`src/rtl/dma_chan_pkg.sv`:
```
package dma_chan_pkg;

    localparam int DATA_W     = 32;
    localparam int REG_AW     = 6;
    localparam int WORD_BYTES = 4;
    localparam int IRQ_W      = 2;

    localparam logic [REG_AW-1:0] OFS_CTRL = 6'h00;
    localparam logic [REG_AW-1:0] OFS_STAT = 6'h04;
    localparam logic [REG_AW-1:0] OFS_SRC  = 6'h08;
    localparam logic [REG_AW-1:0] OFS_DST  = 6'h0C;
    localparam logic [REG_AW-1:0] OFS_LEN  = 6'h10;
    localparam logic [REG_AW-1:0] OFS_ISR  = 6'h14;
    localparam logic [REG_AW-1:0] OFS_IER  = 6'h18;
    localparam logic [REG_AW-1:0] OFS_TLIM = 6'h1C;
    localparam logic [REG_AW-1:0] OFS_SRST = 6'h20;

    localparam int CTRL_SRC_INC = 31;
    localparam int CTRL_DST_INC = 30;
    localparam int STAT_BUSY    = 31;
    localparam int STAT_BERR    = 30;
    localparam int STAT_TOUT    = 29;
    localparam int IRQ_DONE     = 0;
    localparam int IRQ_ERR      = 1;

    typedef enum logic [1:0] {
        ENG_IDLE  = 2'd0,
        ENG_READ  = 2'd1,
        ENG_WRITE = 2'd2
    } eng_state_e;

endpackage

```
`src/rtl/dma_chan_engine.sv`:
```
module dma_chan_engine
    import dma_chan_pkg::*;
#(
    parameter int ADDR_W = 32,
    parameter int CNT_W  = 14,
    parameter int TOUT_W = 16
) (
    input  logic              clk,
    input  logic              rst_n,
    input  logic              soft_rst,
    input  logic              start,
    input  logic              src_inc,
    input  logic              dst_inc,
    input  logic [ADDR_W-1:0] src_base,
    input  logic [ADDR_W-1:0] dst_base,
    input  logic [CNT_W-1:0]  word_cnt,
    input  logic [TOUT_W-1:0] tout_limit,
    input  logic              mem_rsp,
    input  logic              mem_rsp_err,
    input  logic [DATA_W-1:0] mem_rdata,
    output logic              busy,
    output logic              mem_req,
    output logic              mem_we,
    output logic [ADDR_W-1:0] mem_addr,
    output logic [DATA_W-1:0] mem_wdata,
    output logic              done_evt,
    output logic              berr_evt,
    output logic              tout_evt
);

    localparam logic [ADDR_W-1:0] STEP     = ADDR_W'(WORD_BYTES);
    localparam logic [CNT_W-1:0]  CNT_ONE  = CNT_W'(1);
    localparam logic [TOUT_W-1:0] TOUT_ONE = TOUT_W'(1);

    typedef struct packed {
        eng_state_e        state;
        logic              src_inc;
        logic              dst_inc;
        logic [ADDR_W-1:0] src;
        logic [ADDR_W-1:0] dst;
        logic [CNT_W-1:0]  left;
        logic [TOUT_W-1:0] wait_cnt;
        logic [DATA_W-1:0] data;
    } eng_s;

    eng_s eng_d, eng_q;

    always_comb begin
        eng_d    = eng_q;
        done_evt = 1'b0;
        berr_evt = 1'b0;
        tout_evt = 1'b0;
        case (eng_q.state)
            ENG_IDLE: begin
                if (start) begin
                    eng_d.state    = ENG_READ;
                    eng_d.src_inc  = src_inc;
                    eng_d.dst_inc  = dst_inc;
                    eng_d.src      = src_base;
                    eng_d.dst      = dst_base;
                    eng_d.left     = word_cnt;
                    eng_d.wait_cnt = '0;
                end
            end
            ENG_READ, ENG_WRITE: begin
                if (mem_rsp) begin
                    eng_d.wait_cnt = '0;
                    if (mem_rsp_err) begin
                        berr_evt    = 1'b1;
                        eng_d.state = ENG_IDLE;
                    end else if (eng_q.state == ENG_READ) begin
                        eng_d.data  = mem_rdata;
                        eng_d.state = ENG_WRITE;
                    end else begin
                        eng_d.left = eng_q.left - CNT_ONE;
                        if (eng_q.src_inc) eng_d.src = eng_q.src + STEP;
                        if (eng_q.dst_inc) eng_d.dst = eng_q.dst + STEP;
                        if (eng_q.left == CNT_ONE) begin
                            eng_d.state = ENG_IDLE;
                            done_evt    = 1'b1;
                        end else begin
                            eng_d.state = ENG_READ;
                        end
                    end
                end else if ((tout_limit != '0) &&
                             (eng_q.wait_cnt == tout_limit - TOUT_ONE)) begin
                    tout_evt    = 1'b1;
                    eng_d.state = ENG_IDLE;
                end else begin
                    eng_d.wait_cnt = eng_q.wait_cnt + TOUT_ONE;
                end
            end
            default: eng_d.state = ENG_IDLE;
        endcase
        if (soft_rst) begin
            eng_d    = '0;
            done_evt = 1'b0;
            berr_evt = 1'b0;
            tout_evt = 1'b0;
        end
    end

    always_ff @(posedge clk or negedge rst_n) begin
        if (!rst_n) eng_q <= '0;
        else        eng_q <= eng_d;
    end

    assign busy      = (eng_q.state != ENG_IDLE);
    assign mem_req   = busy;
    assign mem_we    = (eng_q.state == ENG_WRITE);
    assign mem_addr  = mem_we ? eng_q.dst : eng_q.src;
    assign mem_wdata = eng_q.data;

    // a pending request stays put until answered
    a_r2_req_held: assert property (@(posedge clk) disable iff (!rst_n)
        (mem_req && !mem_rsp && !tout_evt && !soft_rst)
        |=> (mem_req && $stable(mem_addr) && $stable(mem_we)));

    // the register side only issues a start while the engine is idle
    a_r11_start_when_idle: assert property (@(posedge clk) disable iff (!rst_n)
        start |-> !busy);

    // completion only on an error-free write response
    a_r5_done_on_write_rsp: assert property (@(posedge clk) disable iff (!rst_n)
        done_evt |-> (mem_req && mem_we && mem_rsp && !mem_rsp_err));

    // an error response ends the transfer
    a_r6_err_drops_req: assert property (@(posedge clk) disable iff (!rst_n)
        (mem_req && mem_rsp && mem_rsp_err && !soft_rst) |=> !mem_req);

    // timeout only while a request is outstanding and unanswered
    a_r7_tout_needs_silence: assert property (@(posedge clk) disable iff (!rst_n)
        tout_evt |-> (mem_req && !mem_rsp));

    // software reset stops the memory side
    a_r10_soft_idles: assert property (@(posedge clk) disable iff (!rst_n)
        soft_rst |=> !mem_req);

endmodule

```
`src/rtl/dma_chan_regs.sv`:
```
module dma_chan_regs
    import dma_chan_pkg::*;
#(
    parameter int ADDR_W = 32,
    parameter int LEN_W  = 16,
    parameter int TOUT_W = 16,
    localparam int CNT_W = LEN_W - 2
) (
    input  logic              clk,
    input  logic              rst_n,
    input  logic              reg_we,
    input  logic [REG_AW-1:0] reg_addr,
    input  logic [DATA_W-1:0] reg_wdata,
    output logic [DATA_W-1:0] reg_rdata,
    output logic              irq,
    input  logic              busy,
    input  logic              done_evt,
    input  logic              berr_evt,
    input  logic              tout_evt,
    output logic              soft_rst,
    output logic              start,
    output logic              src_inc,
    output logic              dst_inc,
    output logic [ADDR_W-1:0] src_base,
    output logic [ADDR_W-1:0] dst_base,
    output logic [CNT_W-1:0]  word_cnt,
    output logic [TOUT_W-1:0] tout_limit
);

    typedef struct packed {
        logic              src_inc;
        logic              dst_inc;
        logic [ADDR_W-1:0] src;
        logic [ADDR_W-1:0] dst;
        logic [LEN_W-1:0]  len;
        logic              berr;
        logic              tout;
        logic [IRQ_W-1:0]  isr;
        logic [IRQ_W-1:0]  ier;
        logic [TOUT_W-1:0] tlim;
    } regs_s;

    regs_s regs_d, regs_q;

    assign word_cnt = reg_wdata[LEN_W-1:2];
    assign soft_rst = reg_we && (reg_addr == OFS_SRST);
    assign start    = reg_we && (reg_addr == OFS_LEN) && !busy && (word_cnt != '0);

    always_comb begin
        regs_d = regs_q;
        if (reg_we) begin
            case (reg_addr)
                OFS_CTRL: begin
                    regs_d.src_inc = reg_wdata[CTRL_SRC_INC];
                    regs_d.dst_inc = reg_wdata[CTRL_DST_INC];
                end
                OFS_SRC:  regs_d.src  = reg_wdata[ADDR_W-1:0];
                OFS_DST:  regs_d.dst  = reg_wdata[ADDR_W-1:0];
                OFS_LEN: begin
                    if (start) begin
                        regs_d.len  = reg_wdata[LEN_W-1:0];
                        regs_d.berr = 1'b0;
                        regs_d.tout = 1'b0;
                    end
                end
                OFS_ISR:  regs_d.isr  = regs_q.isr & ~reg_wdata[IRQ_W-1:0];
                OFS_IER:  regs_d.ier  = reg_wdata[IRQ_W-1:0];
                OFS_TLIM: regs_d.tlim = reg_wdata[TOUT_W-1:0];
                default: ;
            endcase
        end
        if (berr_evt) regs_d.berr = 1'b1;
        if (tout_evt) regs_d.tout = 1'b1;
        if (done_evt) regs_d.isr[IRQ_DONE] = 1'b1;
        if (berr_evt || tout_evt) regs_d.isr[IRQ_ERR] = 1'b1;
        if (soft_rst) regs_d = '0;
    end

    always_ff @(posedge clk or negedge rst_n) begin
        if (!rst_n) regs_q <= '0;
        else        regs_q <= regs_d;
    end

    always_comb begin
        reg_rdata = '0;
        case (reg_addr)
            OFS_CTRL: begin
                reg_rdata[CTRL_SRC_INC] = regs_q.src_inc;
                reg_rdata[CTRL_DST_INC] = regs_q.dst_inc;
            end
            OFS_STAT: begin
                reg_rdata[STAT_BUSY] = busy;
                reg_rdata[STAT_BERR] = regs_q.berr;
                reg_rdata[STAT_TOUT] = regs_q.tout;
            end
            OFS_SRC:  reg_rdata = DATA_W'(regs_q.src);
            OFS_DST:  reg_rdata = DATA_W'(regs_q.dst);
            OFS_LEN:  reg_rdata = DATA_W'(regs_q.len);
            OFS_ISR:  reg_rdata = DATA_W'(regs_q.isr);
            OFS_IER:  reg_rdata = DATA_W'(regs_q.ier);
            OFS_TLIM: reg_rdata = DATA_W'(regs_q.tlim);
            default: ;
        endcase
    end

    assign irq        = |(regs_q.isr & regs_q.ier);
    assign src_inc    = regs_q.src_inc;
    assign dst_inc    = regs_q.dst_inc;
    assign src_base   = regs_q.src;
    assign dst_base   = regs_q.dst;
    assign tout_limit = regs_q.tlim;

    // a written one clears the done bit when no event competes
    a_r8_w1c_clears: assert property (@(posedge clk) disable iff (!rst_n)
        (reg_we && reg_addr == OFS_ISR && reg_wdata[IRQ_DONE] && !done_evt)
        |=> !regs_q.isr[IRQ_DONE]);

    // a refused length write keeps the stored length
    a_r11_len_kept: assert property (@(posedge clk) disable iff (!rst_n)
        (reg_we && reg_addr == OFS_LEN && !start) |=> $stable(regs_q.len));

    // a start leaves both fault flags clear
    a_r12_start_clears_err: assert property (@(posedge clk) disable iff (!rst_n)
        start |=> !(regs_q.berr || regs_q.tout));

    // software reset empties every register
    a_r10_soft_zero: assert property (@(posedge clk) disable iff (!rst_n)
        soft_rst |=> (regs_q == '0));

    // every fault raises the error interrupt bit
    a_r6_fault_sets_isr: assert property (@(posedge clk) disable iff (!rst_n)
        ((berr_evt || tout_evt) && !soft_rst) |=> regs_q.isr[IRQ_ERR]);

endmodule

```
`src/rtl/dma_word_channel.sv`:
```
module dma_word_channel
    import dma_chan_pkg::*;
#(
    parameter int ADDR_W = 32,
    parameter int LEN_W  = 16,
    parameter int TOUT_W = 16
) (
    input  logic              clk,
    input  logic              rst_n,
    input  logic              reg_we,
    input  logic [REG_AW-1:0] reg_addr,
    input  logic [DATA_W-1:0] reg_wdata,
    output logic [DATA_W-1:0] reg_rdata,
    output logic              irq,
    output logic              mem_req,
    output logic              mem_we,
    output logic [ADDR_W-1:0] mem_addr,
    output logic [DATA_W-1:0] mem_wdata,
    input  logic              mem_rsp,
    input  logic              mem_rsp_err,
    input  logic [DATA_W-1:0] mem_rdata
);

    localparam int CNT_W = LEN_W - 2;

    logic              busy, done_evt, berr_evt, tout_evt;
    logic              soft_rst, start, src_inc, dst_inc;
    logic [ADDR_W-1:0] src_base, dst_base;
    logic [CNT_W-1:0]  word_cnt;
    logic [TOUT_W-1:0] tout_limit;

    dma_chan_regs #(
        .ADDR_W (ADDR_W),
        .LEN_W  (LEN_W),
        .TOUT_W (TOUT_W)
    ) u_regs (
        .clk        (clk),
        .rst_n      (rst_n),
        .reg_we     (reg_we),
        .reg_addr   (reg_addr),
        .reg_wdata  (reg_wdata),
        .reg_rdata  (reg_rdata),
        .irq        (irq),
        .busy       (busy),
        .done_evt   (done_evt),
        .berr_evt   (berr_evt),
        .tout_evt   (tout_evt),
        .soft_rst   (soft_rst),
        .start      (start),
        .src_inc    (src_inc),
        .dst_inc    (dst_inc),
        .src_base   (src_base),
        .dst_base   (dst_base),
        .word_cnt   (word_cnt),
        .tout_limit (tout_limit)
    );

    dma_chan_engine #(
        .ADDR_W (ADDR_W),
        .CNT_W  (CNT_W),
        .TOUT_W (TOUT_W)
    ) u_engine (
        .clk         (clk),
        .rst_n       (rst_n),
        .soft_rst    (soft_rst),
        .start       (start),
        .src_inc     (src_inc),
        .dst_inc     (dst_inc),
        .src_base    (src_base),
        .dst_base    (dst_base),
        .word_cnt    (word_cnt),
        .tout_limit  (tout_limit),
        .mem_rsp     (mem_rsp),
        .mem_rsp_err (mem_rsp_err),
        .mem_rdata   (mem_rdata),
        .busy        (busy),
        .mem_req     (mem_req),
        .mem_we      (mem_we),
        .mem_addr    (mem_addr),
        .mem_wdata   (mem_wdata),
        .done_evt    (done_evt),
        .berr_evt    (berr_evt),
        .tout_evt    (tout_evt)
    );

endmodule

```
`config.mk`:
```
export PLATFORM = sky130hd
export DESIGN_NAME = dma_word_channel
export DESIGN_NICKNAME = d
export VERILOG_FILES = /design/src/rtl/dma_chan_pkg.sv /design/src/rtl/dma_chan_engine.sv /design/src/rtl/dma_chan_regs.sv /design/src/rtl/dma_word_channel.sv
export SDC_FILE = /design/constraint.sdc
export NUM_CORES = 1
export LEC_CHECK = 0
export ABC_AREA = 1
export BUFFER_PORTS_ARGS = -buffer_cell sky130_fd_sc_hd__clkbuf_2
export CORE_MARGIN = 2
export CORE_UTILIZATION = 45
export CTS_CLUSTER_DIAMETER = 60
export DETAILED_ROUTE_END_ITERATION = 10
export SLEW_MARGIN = 0
export SYNTH_ARGS = -nofsm -noshare
export SYNTH_HDL_FRONTEND = slang
export SYNTH_SLANG_ARGS = --single-unit
```
`constraint.sdc`:
```
create_clock -name clk -period 2.4 [get_ports clk]
set_input_delay 0.24 -clock clk [delete_from_list [all_inputs] [get_ports clk]]
set_output_delay 0.24 -clock clk [all_outputs]
set_load 0.01 [all_outputs]
```
### Word level (Yosys, flattened, before mapping)

Cells that the tools add are included.

* word-level logic and storage cells: 155
* input port bits: 75
* register bits: 234
* output and inout bits: 99

* multiplexer cells: 53
* add/subtract/negate cells: 5
* reductions and logical operators: 54
* eq/ne operators: 21
* bitwise operators: 3

Operators by type and width (number)
* two-way mux 32 bit: 9
* two-way mux 78 bit: 3
* two-way mux 104 bit: 2
* one-hot mux 94 bit (2 select lines): 1
* one-hot mux 29 bit (6 select lines): 1
* two-way mux 130 bit: 1
* two-way mux 98 bit: 1
* adder 32 x 3 -> 32 bit (second input constant): 2
* two-way mux 16 bit: 3
* two-way mux 18 bit: 2
* nonzero test 3 bit: 11
* nonzero test 2 bit: 13
* equality test 6 x 5 -> 1 bit (second input constant): 4
* two-way mux 1 bit: 19
* AND reduction 2 bit: 9
* adder 16 x 1 -> 16 bit (second input constant): 1
* equality test 16 bit: 1
* two-way mux 2 bit: 8
* nonzero test 16 bit: 1
* subtractor 16 x 1 -> 16 bit (second input constant): 1
* equality test 14 x 1 -> 1 bit (second input constant): 1
* nonzero test 14 bit: 1
* subtractor 14 x 1 -> 14 bit (second input constant): 1
* equality test 6 x 4 -> 1 bit (second input constant): 2
* other kinds (24): 38

### Logic depth before layout (Yosys ltp)

* depth after elaboration: 10
* mapped depth: 18
* depth with buffers taken out: 17

### Modules after synthesis

Synthesis repeated with hierarchy kept, for this count alone.

* cell total of the unflattened synthesis: 2218
* area total of the unflattened synthesis: 15302.2 um^2

By module, submodules not included
* dma_chan_engine: sequential area each 3253.1 um^2, times used 1, cells an instance 1415, area an instance 9410.3 um^2
* dma_chan_regs: sequential area each 2602.5 um^2, times used 1, cells an instance 803, area an instance 5891.9 um^2

### Worst setup path before layout

No wires, ideal clock.

* path kind: register to register
* start: reg u_engine.eng_q[128] (netlist bit)
* end: reg u_engine.eng_q[34] (netlist bit)
* cell stages (with the launch flop): 13
* library setup time: 126 ps
* path buffers: 3
* period minus slack after synthesis: 2083 ps
* required time: 2274 ps
* arrival: 1957 ps
* setup slack: 317 ps
* cell sequence: dfrtp_1 inv_1 ha_1 buf_2 inv_1 nor2_4 inv_1 nor2_1 nand3_2 nand2_2 buf_6 buf_8 o21ai_0

* cells in the longest elaborated chain, start to end: 6
* elaborated cells between the ends (all ways): 14
* classes of those cells: eq/ne: 4; mux: 2; reduce/logical: 8

RTL lines
* from (decl): RTL line dma_chan_engine.sv:46 `eng_s eng_d, eng_q;`
* from (signal assigned): RTL line dma_chan_engine.sv:105 `else eng_q <= eng_d;`
* nonzero test 2 bit: RTL line dma_chan_engine.sv:108 `assign busy = (eng_q.state != ENG_IDLE);`
* logical NOT 1 bit: RTL line dma_chan_regs.sv:47 `assign start = reg_we && (reg_addr == OFS_LEN) && !busy && (word_cnt != '0);`
* logical AND 1 bit (2 in series): RTL line dma_chan_regs.sv:47
* != test 3 bit (no line)
* AND reduction 3 bit (no line)

Parallel ways exist; a longest one is shown, timed or not.
A chain may end at the register's enable or synchronous reset.

### Worst setup path after layout

* start: reg u_engine.eng_q[128] (netlist bit)
* end: out mem_addr[0]

* cells in the longest elaborated chain, start to end: 2

RTL lines
* equality test 2 bit: RTL line dma_chan_engine.sv:110 `assign mem_we = (eng_q.state == ENG_WRITE);`
* two-way mux 32 bit: RTL line dma_chan_engine.sv:111 `assign mem_addr = mem_we ? eng_q.dst : eng_q.src;`
* to (decl): RTL line dma_word_channel.sv:17 `output logic [ADDR_W-1:0] mem_addr,`

Every way passes these cells.

==> run summary <==
* **worst max-slew margin expressed relative to the limit** 0.4161
* **clock-pin transition on the worst setup and hold timing paths** 0.06 ns
* **number of different library cells in the post-synthesis netlist** 50
* **Ys Warns** 0
* **accumulated negative setup slack** 0 ns
* **leading post-synthesis cells by cell area** dfrtp_1, nand2_1, o21ai_0
* **largest net degree at the start of global routing** 108
* **post-detail-place hpwl** 33810 microns
* **Setup Slack @ Placement** 0.1082 ns
* **launch instance of the worst register-to-register path** u_engine.eng_q[129]
* **non-filler instance count after layout** 2633
* **Avg Vias per Cell** 5.376
* **fraction of synthesis flops using an asynchronous set or reset pin** 1.000
* **DRC errors left** 0
* **area of the mapped netlist** 14250 sq um
* **internal power summed over all cells** 10.80 mW
* **metal3 WL** 2991 microns
* **layout cell share with drive strength beyond 1** 0.1555
* **IO Pins** 174
* **via total after detailed routing** 14154
* **Hold WS** 0.04378 ns
* **cell type with the highest aggregate area in the netlist** dfrtp_1
* **post-synthesis cell count** 2019
* **area added between synthesis and finish** 20.83%
* **sum of met2 wire segment lengths after detailed routing** 22280 microns
* **Worst Max-Slew Pin Slew** 0.8746 ns
* **proportion of power drawn by the clock network** 0.251
* **startpoint types** flip-flop
* **outcome** finished clean
* **number of pins exceeding their max-slew limit in the final report** 0
* **worst vdd ir** 0.5913 mV
* **Main synth FF type** dfrtp_1
* **GRT Resource Usage Total** 0.2803
* **depth of the worst register-to-register path** 12
* **critical path required time** 2.16 ns
* **Final setup violation count** 0
* **switching power as a share of total power** 0.4286
* **highest routed layer** met4
* **global-route wire length before repair** 73890 microns
* **Routed Antenna Nets** 0
* **Worst-Skew Late Latency** 0.56 ns
* **die outline area** 33110 sq um
* **initial DRC count** 1374
* **element type at the critical path end** output port
* **Worst path slowest cell** dfrtp_1
* **count of flip-flops with a built-in enable after synthesis** 0
* **highest clock rate** 435.9 MHz
* **cell at the root of the clock tree** clkbuf_16
* **initial core utilization** 0.4540
* **worst path bufs/invs** 3
* **Final WS setup** 0.1060 ns
* **Hold Path Origin** mem_rsp_err
* **routed length per instance** 18.04 microns
* **wire length on met1** 20720 microns
* **number of port buffers** 173
* **share of total power in sequential cells** 0.341
* **worst hold endpoint** u_regs.regs_q[21]
* **detailed-routing iteration count for the pre-antenna-repair pass** 5
* **site row count** 65
* **total power per unit cell area** 1098 nW/um^2
* **height of the chip** 182.0 microns
* **Switching Power** 8.100 mW
* **routability cong.** 0.9161
* **net total in the final layout** 2292
* **Critical Setup Path Class** flip-flop to output port
* **most numerous cell types in the synthesized netlist** nand2_1, o21ai_0, dfrtp_1, inv_1, nand3_1
* **most frequently used cell type in the post-synthesis netlist** nand2_1
* **Bufs on Longest Clock Path** 3
* **number of flip-flops and latches in the synthesized netlist** 234
* **worst clock skew on the final layout** 0.01016 ns
* **initial antenna violation count** 0
* **largest fanout of any net on the critical path** 32
* **placeable core area** 31390 sq um
* **total of max-cap violations** 0
* **CP Cell Sequence** inv_2 > ha_4 > buf_12 > mux2_2 > clkbuf_2
* **Final period util** 0.9559
* **CP peak stage delay** 0.42 ns
* **dominant delay contributor by cell family on the critical path** buffers and inverters
* **leakage power total** 8.370 nW
* **mean cell area of the mapped netlist** 7.059 sq um
* **Ant. Diodes** 0
* **Worst Hold Class** input pin to flip-flop
* **via count of the first global-routing pass** 13487
* **number of cells after detailed placement** 2518
* **net count of the mapped netlist** 2104
* **number of endpoints with negative hold slack in the final report** 0
* **global route total overflow** 0
* **clk sink count** 234
* **R2R setup slack** 0.13 ns
* **H-tree levels** 1
* **TritonCTS clock tree** built
* **detailed-route wire length** 47510 microns
* **arrival time at the worst endpoint** 2.05 ns
* **die outline width** 182.0 microns
* **terminus of the critical flop-to-flop path** u_engine.eng_q[115]
* **cell depth of the worst min-delay path** 3
* **number of clock buffers inserted by TritonCTS** 30
* **time the final worst path needs with I/O delays and setup** 2.294 ns
* **share of the synthesized area in the top cell type** 0.4109
* **fraction of power consumed by combinational cells** 0.408
* **part of the Yosys area used for sequential elements** 0.4109
-- power groups by stage --
stage | clock network (mW) | registers [mW] | logic [mW]
floorplan | 0 | 6.08 | 5.32
global placement | 0 | 6.44 | 7.07
detailed placement | 0 | 6.46 | 7.21
CTS | 4.81 | 6.41 | 7.30
global route | 4.97 | 6.61 | 8.62
finish | 4.74 | 6.45 | 7.71
-- cell type report --
class	count	area, sq um
inverters	211	797.0
multi-input cells	1453	7048
clock buffers	37	848.3
repair inverters	1	7.507
flip-flops and latches	234	5856
repair buffers	276	1953
fillers	3108	14170
clock inverters	19	207.7
well taps	402	503.0
-- worst max path at each step --
stage,startpoint,endpoint,slack [ns],cells past startpoint
3_5_place_dp,reg_wdata[11],u_engine.eng_q[103],0.11,12
2_1_floorplan,u_engine.eng_q[128],u_engine.eng_q[34],0.32,12
6_report,u_engine.eng_q[128],mem_addr[0],0.11,5
3_3_place_gp,reg_wdata[11],u_engine.eng_q[114],0.17,12
5_1_grt,u_engine.eng_q[129],u_engine.eng_q[115],-0.004,12
4_1_cts,u_engine.eng_q[128],mem_addr[0],0.04,5
-- routing by layer --
metal | vias up | GRT usage
met5 | - | 0
met3 | 74 | 0.04112
met4 | 0 | 0.08194
met1 | 6716 | 0.3799
li1 | 6882 | -
met2 | 482 | 0.4679
-- kinds of logic (layout without fill, tap and decap cells) --
family / after synthesis / count (layout) / share of synthesized area
and+or+nand+nor: 1041 / 1041 / 0.3092
AOI/OAI and AO/OA: 353 / 353 / 0.1394
buffers and inverters: 332 / 544 / 0.1012
DFF: 234 / 234 / 0.4109
xor gates and xnor gates: 47 / 47 / 0.02889
adders and majority gates: 10 / 10 / 0.008780
muxes: 2 / 2 / 0.001580
-- what timing repair did --
item	4_1_cts	5_1_grt
setup buffers	0	5
hold buffers	49	0
hold endpoints to repair	128	0
gates resized for setup	0	17
setup endpoints to repair	0	41
-- placed cells by master (no fill, tap or decap), types with 3 or more instances in the layout --
cell / n
dlygate4sd3_1: 49
o21ai_2: 7
inv_1: 196
a21oi_1: 19
xor2_1: 39
ha_1: 7
nand2_2: 10
bufinv_16: 3
a21oi_4: 3
nand3_1: 127
dfrtp_1: 234
nor3_1: 29
clkinv_2: 7
o21ai_1: 14
nor2_2: 4
xnor2_1: 8
nand2_1: 681
o21ai_0: 239
clkinvlp_4: 4
nand4_1: 29
nand3b_1: 4
nand3_4: 3
clkbuf_2: 172
buf_12: 10
nor2_1: 120
clkbuf_8: 5
o22ai_1: 17
nor2_4: 10
clkbuf_16: 34
o211ai_1: 20
a22oi_1: 17
nor4_1: 16
buf_4: 40
inv_2: 12
a31oi_1: 4
ha_4: 3
clkinv_4: 5
-- through the flow --
step,total power [mW],utilization,cell area (sq um)
after global routing,20.20,0.5485,17220
after global placement,13.51,0.4926,15460
final,18.90,0.5485,17220
after CTS,18.52,0.5419,17010
after floorplan,11.40,-,14250
after detailed placement,13.67,0.4926,15460
-- state kept, by name, summed over array words and instances, names as in the netlist --
| name | cells |
|---|---|
| u_regs.dst_inc | 1 |
| u_regs.regs_q | 22 |
| u_regs.src_inc | 1 |
| u_engine.mem_wdata | 32 |
| u_engine.eng_q | 98 |
| u_regs.dst_base | 32 |
| u_regs.tout_limit | 16 |
| u_regs.src_base | 32 |
-- worst min-delay path, stage by stage --
cell and delay (ns):
clkbuf_2 0.11, nand3_1 0.14, nand2_1 0.06
(Power assumes the default switching activity.)
